### config.mk
export PLATFORM = sky130hd
export DESIGN_NAME = disp_scale_unit
export DESIGN_NICKNAME = d
export VERILOG_FILES = /design/src/rtl/disp_scale_pkg.sv /design/src/rtl/disp_scale_factor.sv /design/src/rtl/disp_scale_shifter.sv /design/src/rtl/disp_scale_unit.sv
export SDC_FILE = /design/constraint.sdc
export NUM_CORES = 1
export LEC_CHECK = 0
export BUFFER_PORTS_ARGS = -buffer_cell sky130_fd_sc_hd__buf_4
export CAP_MARGIN = 15
export CORE_UTILIZATION = 35
export DETAILED_ROUTE_END_ITERATION = 8
export SLEW_MARGIN = 0
export SYNTH_ARGS = -nofsm -noshare
export SYNTH_HDL_FRONTEND = slang
export SYNTH_SLANG_ARGS = --single-unit
### constraint.sdc
create_clock -name clk -period 3.2 [get_ports clk]
set_input_delay 0.48 -clock clk [delete_from_list [all_inputs] [get_ports clk]]
set_output_delay 0.48 -clock clk [all_outputs]
set_load 0.005 [all_outputs]
### src/rtl/disp_scale_pkg.sv
package disp_scale_pkg;

    localparam int DISP_W  = 32;
    localparam int SHAMT_W = 3;

    typedef enum logic [2:0] {
        TC_FULL    = 3'd0,
        TC_SCALAR  = 3'd1,
        TC_HALF    = 3'd2,
        TC_QUARTER = 3'd3,
        TC_EIGHTH  = 3'd4,
        TC_FIX128  = 3'd5,
        TC_FIX256  = 3'd6,
        TC_NONE    = 3'd7
    } tuple_e;

    typedef enum logic [1:0] {
        AS_16   = 2'd0,
        AS_32   = 2'd1,
        AS_64   = 2'd2,
        AS_RSVD = 2'd3
    } asize_e;

    // which rule supplies the scale factor
    typedef enum logic [2:0] {
        SRC_UNIT,
        SRC_VSIB,
        SRC_GPR,
        SRC_DUP,
        SRC_CLASS
    } factor_src_e;

endpackage

### src/rtl/disp_scale_factor.sv
module disp_scale_factor
    import disp_scale_pkg::*;
#(
    parameter int SH_W = SHAMT_W
) (
    input  logic            ext_prefix,
    input  logic            disp8_flag,
    input  logic [2:0]      tuple_cls,
    input  logic [1:0]      vec_len,
    input  logic            bcast,
    input  logic            elem_w,
    input  logic            vsib_flag,
    input  logic            gpr_flag,
    input  logic            dup_flag,
    output logic [SH_W-1:0] shamt,
    output logic            err
);

    localparam logic [SH_W-1:0] LOG_ELEM = SH_W'(2);

    factor_src_e     src;
    logic [SH_W-1:0] len_log;
    logic [SH_W-1:0] w_log;
    logic [SH_W-1:0] class_sh;
    logic            class_err;

    // vector length multiplier as log2; reserved code treated as widest
    always_comb begin
        len_log = (vec_len[1]) ? SH_W'(2) : SH_W'(vec_len[0]);
        w_log   = LOG_ELEM + SH_W'(elem_w);
    end

    // override priority selection
    always_comb begin
        if (!(disp8_flag && ext_prefix))
            src = SRC_UNIT;
        else if (vsib_flag)
            src = SRC_VSIB;
        else if (gpr_flag)
            src = SRC_GPR;
        else if (dup_flag && vec_len == 2'd0)
            src = SRC_DUP;
        else
            src = SRC_CLASS;
    end

    always_comb begin
        class_err = 1'b0;
        unique case (tuple_e'(tuple_cls))
            TC_FULL:    class_sh = bcast ? w_log : SH_W'(4) + len_log;
            TC_SCALAR:  class_sh = w_log;
            TC_HALF:    class_sh = bcast ? w_log : SH_W'(3) + len_log;
            TC_QUARTER: begin
                class_sh  = SH_W'(2) + len_log;
                class_err = !bcast;
            end
            TC_EIGHTH:  begin
                class_sh  = SH_W'(1) + len_log;
                class_err = !bcast;
            end
            TC_FIX128:  class_sh = SH_W'(4);
            TC_FIX256:  class_sh = SH_W'(5);
            TC_NONE:    class_sh = SH_W'(0);
        endcase
    end

    always_comb begin
        shamt = '0;
        err   = 1'b0;
        unique case (src)
            SRC_UNIT:  shamt = '0;
            SRC_VSIB:  shamt = w_log;
            SRC_GPR:   shamt = w_log;
            SRC_DUP:   shamt = SH_W'(3);
            SRC_CLASS: begin
                shamt = class_sh;
                err   = class_err;
            end
            default:   shamt = '0;
        endcase
    end

endmodule

### src/rtl/disp_scale_shifter.sv
module disp_scale_shifter
    import disp_scale_pkg::*;
#(
    parameter int W    = DISP_W,
    parameter int SH_W = SHAMT_W
) (
    input  logic [W-1:0]    disp_raw,
    input  logic            disp8_flag,
    input  logic [SH_W-1:0] shamt,
    input  logic            addr16,
    output logic [W-1:0]    disp_next
);

    localparam int SHORT_W = 8;
    localparam int HALF_W  = 16;

    logic [W-1:0] sext;
    logic [W-1:0] wide;

    always_comb begin
        sext = {{(W-SHORT_W){disp_raw[SHORT_W-1]}}, disp_raw[SHORT_W-1:0]};
        wide = disp8_flag ? (sext << shamt) : disp_raw;
        if (addr16)
            disp_next = {{(W-HALF_W){1'b0}}, wide[HALF_W-1:0]};
        else
            disp_next = wide;
    end

endmodule

### src/rtl/disp_scale_unit.sv
module disp_scale_unit
    import disp_scale_pkg::*;
(
    input  logic        clk,
    input  logic        rst_n,
    input  logic        in_valid,
    input  logic [31:0] disp_raw,
    input  logic        disp8_flag,
    input  logic        ext_prefix,
    input  logic [1:0]  addr_size,
    input  logic [2:0]  tuple_cls,
    input  logic [1:0]  vec_len,
    input  logic        bcast,
    input  logic        elem_w,
    input  logic        vsib_flag,
    input  logic        gpr_flag,
    input  logic        dup_flag,
    output logic        out_valid,
    output logic [31:0] disp_out,
    output logic        tuple_err
);

    logic [SHAMT_W-1:0] shamt;
    logic               err_c;
    logic [DISP_W-1:0]  disp_c;
    logic               addr16;

    assign addr16 = (asize_e'(addr_size) == AS_16);

    disp_scale_factor #(.SH_W(SHAMT_W)) u_factor (
        .ext_prefix (ext_prefix),
        .disp8_flag (disp8_flag),
        .tuple_cls  (tuple_cls),
        .vec_len    (vec_len),
        .bcast      (bcast),
        .elem_w     (elem_w),
        .vsib_flag  (vsib_flag),
        .gpr_flag   (gpr_flag),
        .dup_flag   (dup_flag),
        .shamt      (shamt),
        .err        (err_c)
    );

    disp_scale_shifter #(.W(DISP_W), .SH_W(SHAMT_W)) u_shift (
        .disp_raw   (disp_raw),
        .disp8_flag (disp8_flag),
        .shamt      (shamt),
        .addr16     (addr16),
        .disp_next  (disp_c)
    );

    always_ff @(posedge clk or negedge rst_n) begin
        if (!rst_n) begin
            out_valid <= 1'b0;
            disp_out  <= '0;
            tuple_err <= 1'b0;
        end else begin
            out_valid <= in_valid;
            if (in_valid) begin
                disp_out  <= disp_c;
                tuple_err <= err_c;
            end else begin
                tuple_err <= 1'b0;
            end
        end
    end


    valid_follow_chk: assert property (@(posedge clk) disable iff (!rst_n)
        in_valid |=> out_valid);

    valid_idle_chk: assert property (@(posedge clk) disable iff (!rst_n)
        !in_valid |=> !out_valid);

    full_pass_chk: assert property (@(posedge clk) disable iff (!rst_n)
        (in_valid && !disp8_flag && addr_size != 2'd0) |=> disp_out == $past(disp_raw));

    addr16_trunc_chk: assert property (@(posedge clk) disable iff (!rst_n)
        (in_valid && addr_size == 2'd0) |=> disp_out[31:16] == 16'h0);

    short_sign_chk: assert property (@(posedge clk) disable iff (!rst_n)
        (in_valid && disp8_flag && addr_size != 2'd0) |=> disp_out[31] == $past(disp_raw[7]));

    err_with_valid_chk: assert property (@(posedge clk) disable iff (!rst_n)
        tuple_err |-> out_valid);

    err_bcast_chk: assert property (@(posedge clk) disable iff (!rst_n)
        (in_valid && bcast) |=> !tuple_err);

endmodule

After elaboration in Yosys (flattened, before gate mapping):

Cells that the tools add are included.

* register bits after elaboration: 34
* memory bits (writable): 0
* memories: 0
* output and inout bits: 34
* latch bits: 0
* bits in read-only memories: 0
* logic and storage cells: 42

* equality and inequality tests: 11
* muxes and demuxes: 14
* reductions and logical operators: 8
* multiply operators: 0
* magnitude comparators: 0
* bitwise logic cells: 0
* shifts and indexed selects: 1
* add/sub/neg operators: 5
* divide/modulo/power cells: 0

Operators by type and width (number)
* $mux W32: 2
* $shl A32 B3 Y32: 1
* $pmux W3 S8: 1
* $mux W3: 6
* $eq A3 B3 Y1 const B: 5
* $eq A3 B2 Y1 const B: 4
* $pmux W3 S3: 1
* $add A2 B3 Y3 const A: 2
* $eq A3 B1 Y1 const B: 2
* $logic_not A2 Y1: 2
* $reduce_or A2 Y1: 2
* $add A1 B3 Y3 const A: 1
* $add A2 B1 Y3 const A: 1
* $add A3 B3 Y3 const A: 1
* $logic_not A3 Y1: 1
* $mux W1: 3
* $logic_and A1 B1 Y1: 2
* $mux W2: 1
* $logic_not A1 Y1: 1

Depth between registers and ports, before layout:

* depth after elaboration: 12
* gate-level depth with buffers: 10

Hierarchy:

From an unflattened synthesis, not the netlist that was laid out.

* cell total of the unflattened synthesis: 217
* area, all modules: 2403.6 µm²

Modules (own cells, without submodules)
* disp_scale_unit: instances 1, area each 1401.3 µm², cells each 72
* disp_scale_shifter: instances 1, area each 740.7 µm², cells each 102
* disp_scale_factor: instances 1, area each 261.5 µm², cells each 43

Worst setup path before layout:

No wires, ideal clock.

* kind: input-to-reg
* start point: in tuple_cls[0]
* end point: reg disp_out[12]
* path slack: 0.851 ns
* setup time: 0.124 ns
* path buffers: 3
* arrival: 2.225 ns
* stages: 10
* required time: 3.076 ns
* cells stage by stage: buf_2 nand2b_1 a2111oi_1 a211o_1 and2_1 buf_2 buf_6 mux2i_1 a21oi_1 or2_1

* longest elaborated chain between the ends: 6
* elaborated cells between the ends (all ways): 13
* those cells by class: 7 x eq/ne; 1 x shift; 4 x mux; 1 x reduce/logical

Ends and longest elaborated chain
* from (decl): RTL line disp_scale_unit.sv:11 `input logic [2:0] tuple_cls,`
* $eq A3 B3 Y1 (tied with other cells): RTL line disp_scale_factor.sv:49 `unique case (tuple_e'(tuple_cls))`
* $pmux W3 S8 (*): RTL line disp_scale_factor.sv:49
* $pmux W3 S3 (*): RTL line disp_scale_factor.sv:70 `unique case (src)`
* $shl A32 B3 Y32 (*): RTL line disp_scale_shifter.sv:22 `wide = disp8_flag ? (sext << shamt) : disp_raw;`
* $mux W32 (*): RTL line disp_scale_shifter.sv:22
* $mux W32 (*): RTL line disp_scale_shifter.sv:23 `if (addr16)`
* to (signal assigned): RTL line disp_scale_unit.sv:60 `disp_out <= disp_c;`
* to (decl): RTL line disp_scale_unit.sv:19 `output logic [31:0] disp_out,`

Every way passes the cells marked *; elsewhere a longest branch is shown, timed or not.
A chain may end at the register's enable or synchronous reset.

Worst setup path in the final report:

* start point: in tuple_cls[0]
* end point: reg disp_out[10]

The elaborated chain is that of the path after synthesis.

==> flow_summary.yaml <==
floorplanning:
  io_pins: 83
  std_cell_rows: 27
  start_util_pct: 36.52
  die_h_um: 78.03
  core_area_um2: 5540
  die_area_um2: 6089
  fp.dieW_um: 78.03
worst_setup_path:
  slowest_stage: "and2_1"
  crit_fanout: 15
  crit_required_ps: 3360
  worst-path-buf-inv: 1
  worstSetupPathType: "input port to flip-flop"
  arrival_ps: 2580
  reg2reg_to: "disp_out[7]$_DFFE_PN0P_"
  worstReg2RegStart: "disp_out[7]$_DFFE_PN0P_"
  path_cells: "buf_4 -> nand2b_1 -> a2111oi_1 -> a211o_1 -> and2_1 -> mux2i_1 -> a221oi_2 -> a21oi_1"
  endpoint_kind: "flip-flop"
  cp_top_family: "compound AO/OA/AOI/OAI gates"
  start_kind: "input port"
  slowest_delay_ps: 540
  rrSetupSlack_ps: 2020
  r2r_cells: 4
timing:
  setup_viol: 0
  rsz0062_at_grt: "false"
  worst-slew-pin-transition_ps: 680.5
  tns_ps: 0
  finalCritPeriodShare_pct: 75.68
  clock_skew_ps: 0
  slew_headroom_pct: 54.58
  hold_ws_ps: 123.4
  slew_viol_final: 0
  max_freq_mhz: 412.9
  hold_violations: 0
  min_period_ps: 2422
power_and_ir_drop:
  intPower_uw: 941.7
  vdd.ir_drop.worst_uv: 212.2
  clkPwrFrac_pct: 37.7
  power_density_nw_per_um2: 454.4
  power.switching_uw: 334.8
  comb_power_share_pct: 23.2
  power_uw: 1277
  seqPwrFrac_pct: 39.1
  switching_share_pct: 26.23
  cellLeakagePower_uw: 0.001251
synthesis:
  synth_edf_count: 0
  yosysMostFrequentCell: "a21oi_1"
  post_synth_num_cell_types: 49
  synthTopCellsByCount: "36 x a21oi_1, 34 x dfrtp_1, 18 x nor2_1"
  async_flop_share_pct: 100.0
  syn_area_um2: 2023
  syn_avg_cell_area_um2: 9.155
  ys_seq_area_share_pct: 42.05
  syn_inst: 221
  synth_top_cell_by_area: "dfrtp_1"
  synth_seq_cells: 34
  synth_ff_type: "dfrtp_1"
  synth_top_area_share_pct: 42.05
  yosysWarnings: 0
  synth.area.top_cells: "dfrtp_1 42%, a21oi_1 8.9%, o2bb2ai_1 6.9%, mux2i_1 6.4%, nor2_1 3.3%"
  synth_nets: 270
detailed_routing:
  drtIter0Drc: 123
  dr.pass1.iters: 4
  viasPerCell: 5.324
  ant_nets: 0
  via_count: 1970
  routed_wl_mm: 5.619
  wire_per_inst_um: 15.19
  drc: 0
finish:
  multiInputGateArea_um2: 1059
  area_delta_synth_final_pct: 38.84
  fin_util_pct: 50.70
  num_antenna_cells: 0
  seq_area_um2: 850.8
  layout-drive-gt1-share_pct: 33.56
  final_nets: 346
  fillers: 539
run_status:
  status: "completed"
place:
  io_buffers: 82
  place_congestion: 0.8592
  hpwl_mm: 4.026
worst_hold_path:
  hold_path.class: "input port to async pin"
cts:
  cts_tree: "yes"
  postCtsHoldBufs: 0
  cts_resized: 0
  clock-sinks: 34
  clockBufferDepth: 2
  clkLatencyLatePin_ps: 280
  postCtsSetupBuffers: 0
  cts_buffers: 5
  cts.clk_slew.worst_paths_ps: 70
  cts_max_level: 2
  root_buffer: "clkbuf_8"
global_routing:
  grtUsageTotal_pct: 18.70
  antenna_found_initial: 0
  busiest_layer: "met2"
  grt_max_degree: 35
  met2_usage_pct: 28.50
  gr-usage-met3_pct: 4.535
  use_met1_pct: 26.72
  grt_pass1_vias: 1780
  grt_remaining_overflow: 0
  grt_pass1_wl_mm: 8.983
run:
  drv_cap: 0
[final cells by class]
| class | count | share of cell area, % |
|---|---|---|
| multi-input cells | 164 | 37.68 |
| flip-flops and latches | 34 | 30.29 |
| repair buffers | 87 | 23.25 |
| well taps | 72 | 3.207 |
| clock buffers | 5 | 2.450 |
| clock inverters | 3 | 2.450 |
| inverters | 5 | 0.6682 |
[placed cells by master, fill, tap and decap left out, drive strengths merged, types with 3 or more instances in the layout]
cell / count
o21ai: 9
a31oi: 6
nor2: 18
inv: 5
nor3b: 4
and2: 4
buf: 87
nand3: 3
nand2: 15
mux2i: 13
clkbuf: 5
o2bb2ai: 16
nor3: 3
dfrtp: 34
a221oi: 3
a21oi: 36
[flip-flops by register name (all words and copies together), names as in the netlist]
| signal | count |
|---|---|
| disp_out | 32 |
| out_valid | 1 |
| tuple_err | 1 |
[metal layers]
layer	vias to the layer above	part of all wire [%]	wire, µm
met1	928	50	2789
met3	5	5.1	284
met2	53	45	2522
met5	-	0	0
met4	0	0.41	23
li1	984	-	-
[per-stage QoR]
stage               cells  worst slack (ps)  area [µm²]
finish                370             778.2        2809
global route          370             619.3        2809
CTS                   370             823.1        2809
detailed placement    362             516.2        2671
global placement      362             477.7        2671
floorplan             221             850.5        2023
[worst max path at each step]
stage                       startpoint                  endpoint  slack (ps)  cells past startpoint
after global placement    tuple_cls[2]  disp_out[10]$_DFFE_PN0P_         480                      8
after CTS                 tuple_cls[2]  disp_out[10]$_DFFE_PN0P_         820                      8
after global routing      tuple_cls[2]  disp_out[10]$_DFFE_PN0P_         620                      8
final                     tuple_cls[0]  disp_out[10]$_DFFE_PN0P_         780                      8
after floorplan           tuple_cls[0]  disp_out[12]$_DFFE_PN0P_         850                     10
after detailed placement  tuple_cls[0]  disp_out[10]$_DFFE_PN0P_         520                      8
[cell families (layout without fill, tap and decap cells)]
| logic type | count (synthesis) | in the layout | synth area share (%) |
|---|---|---|---|
| compound gates | 89 | 89 | 29.75 |
| buf+inv | 23 | 100 | 5.628 |
| simple gates | 60 | 60 | 15.03 |
| flops | 34 | 34 | 42.05 |
| mux | 15 | 15 | 7.545 |
[worst register-to-register path, cell delays in order, from the launching register on]
cell and delay, ps:
dfrtp_1 390, or2_2 300, a21boi_0 130, a31oi_1 160, o21ai_1 90
[power by group through the flow]
stage / combinational [µW] / sequential [µW] / clock [µW]
final: 296 / 500 / 481
after global routing: 325 / 505 / 507
after CTS: 300 / 500 / 487
after detailed placement: 298 / 508 / 0
after global placement: 298 / 507 / 0
after floorplan: 134 / 510 / 0
(Power assumes the default switching activity.)
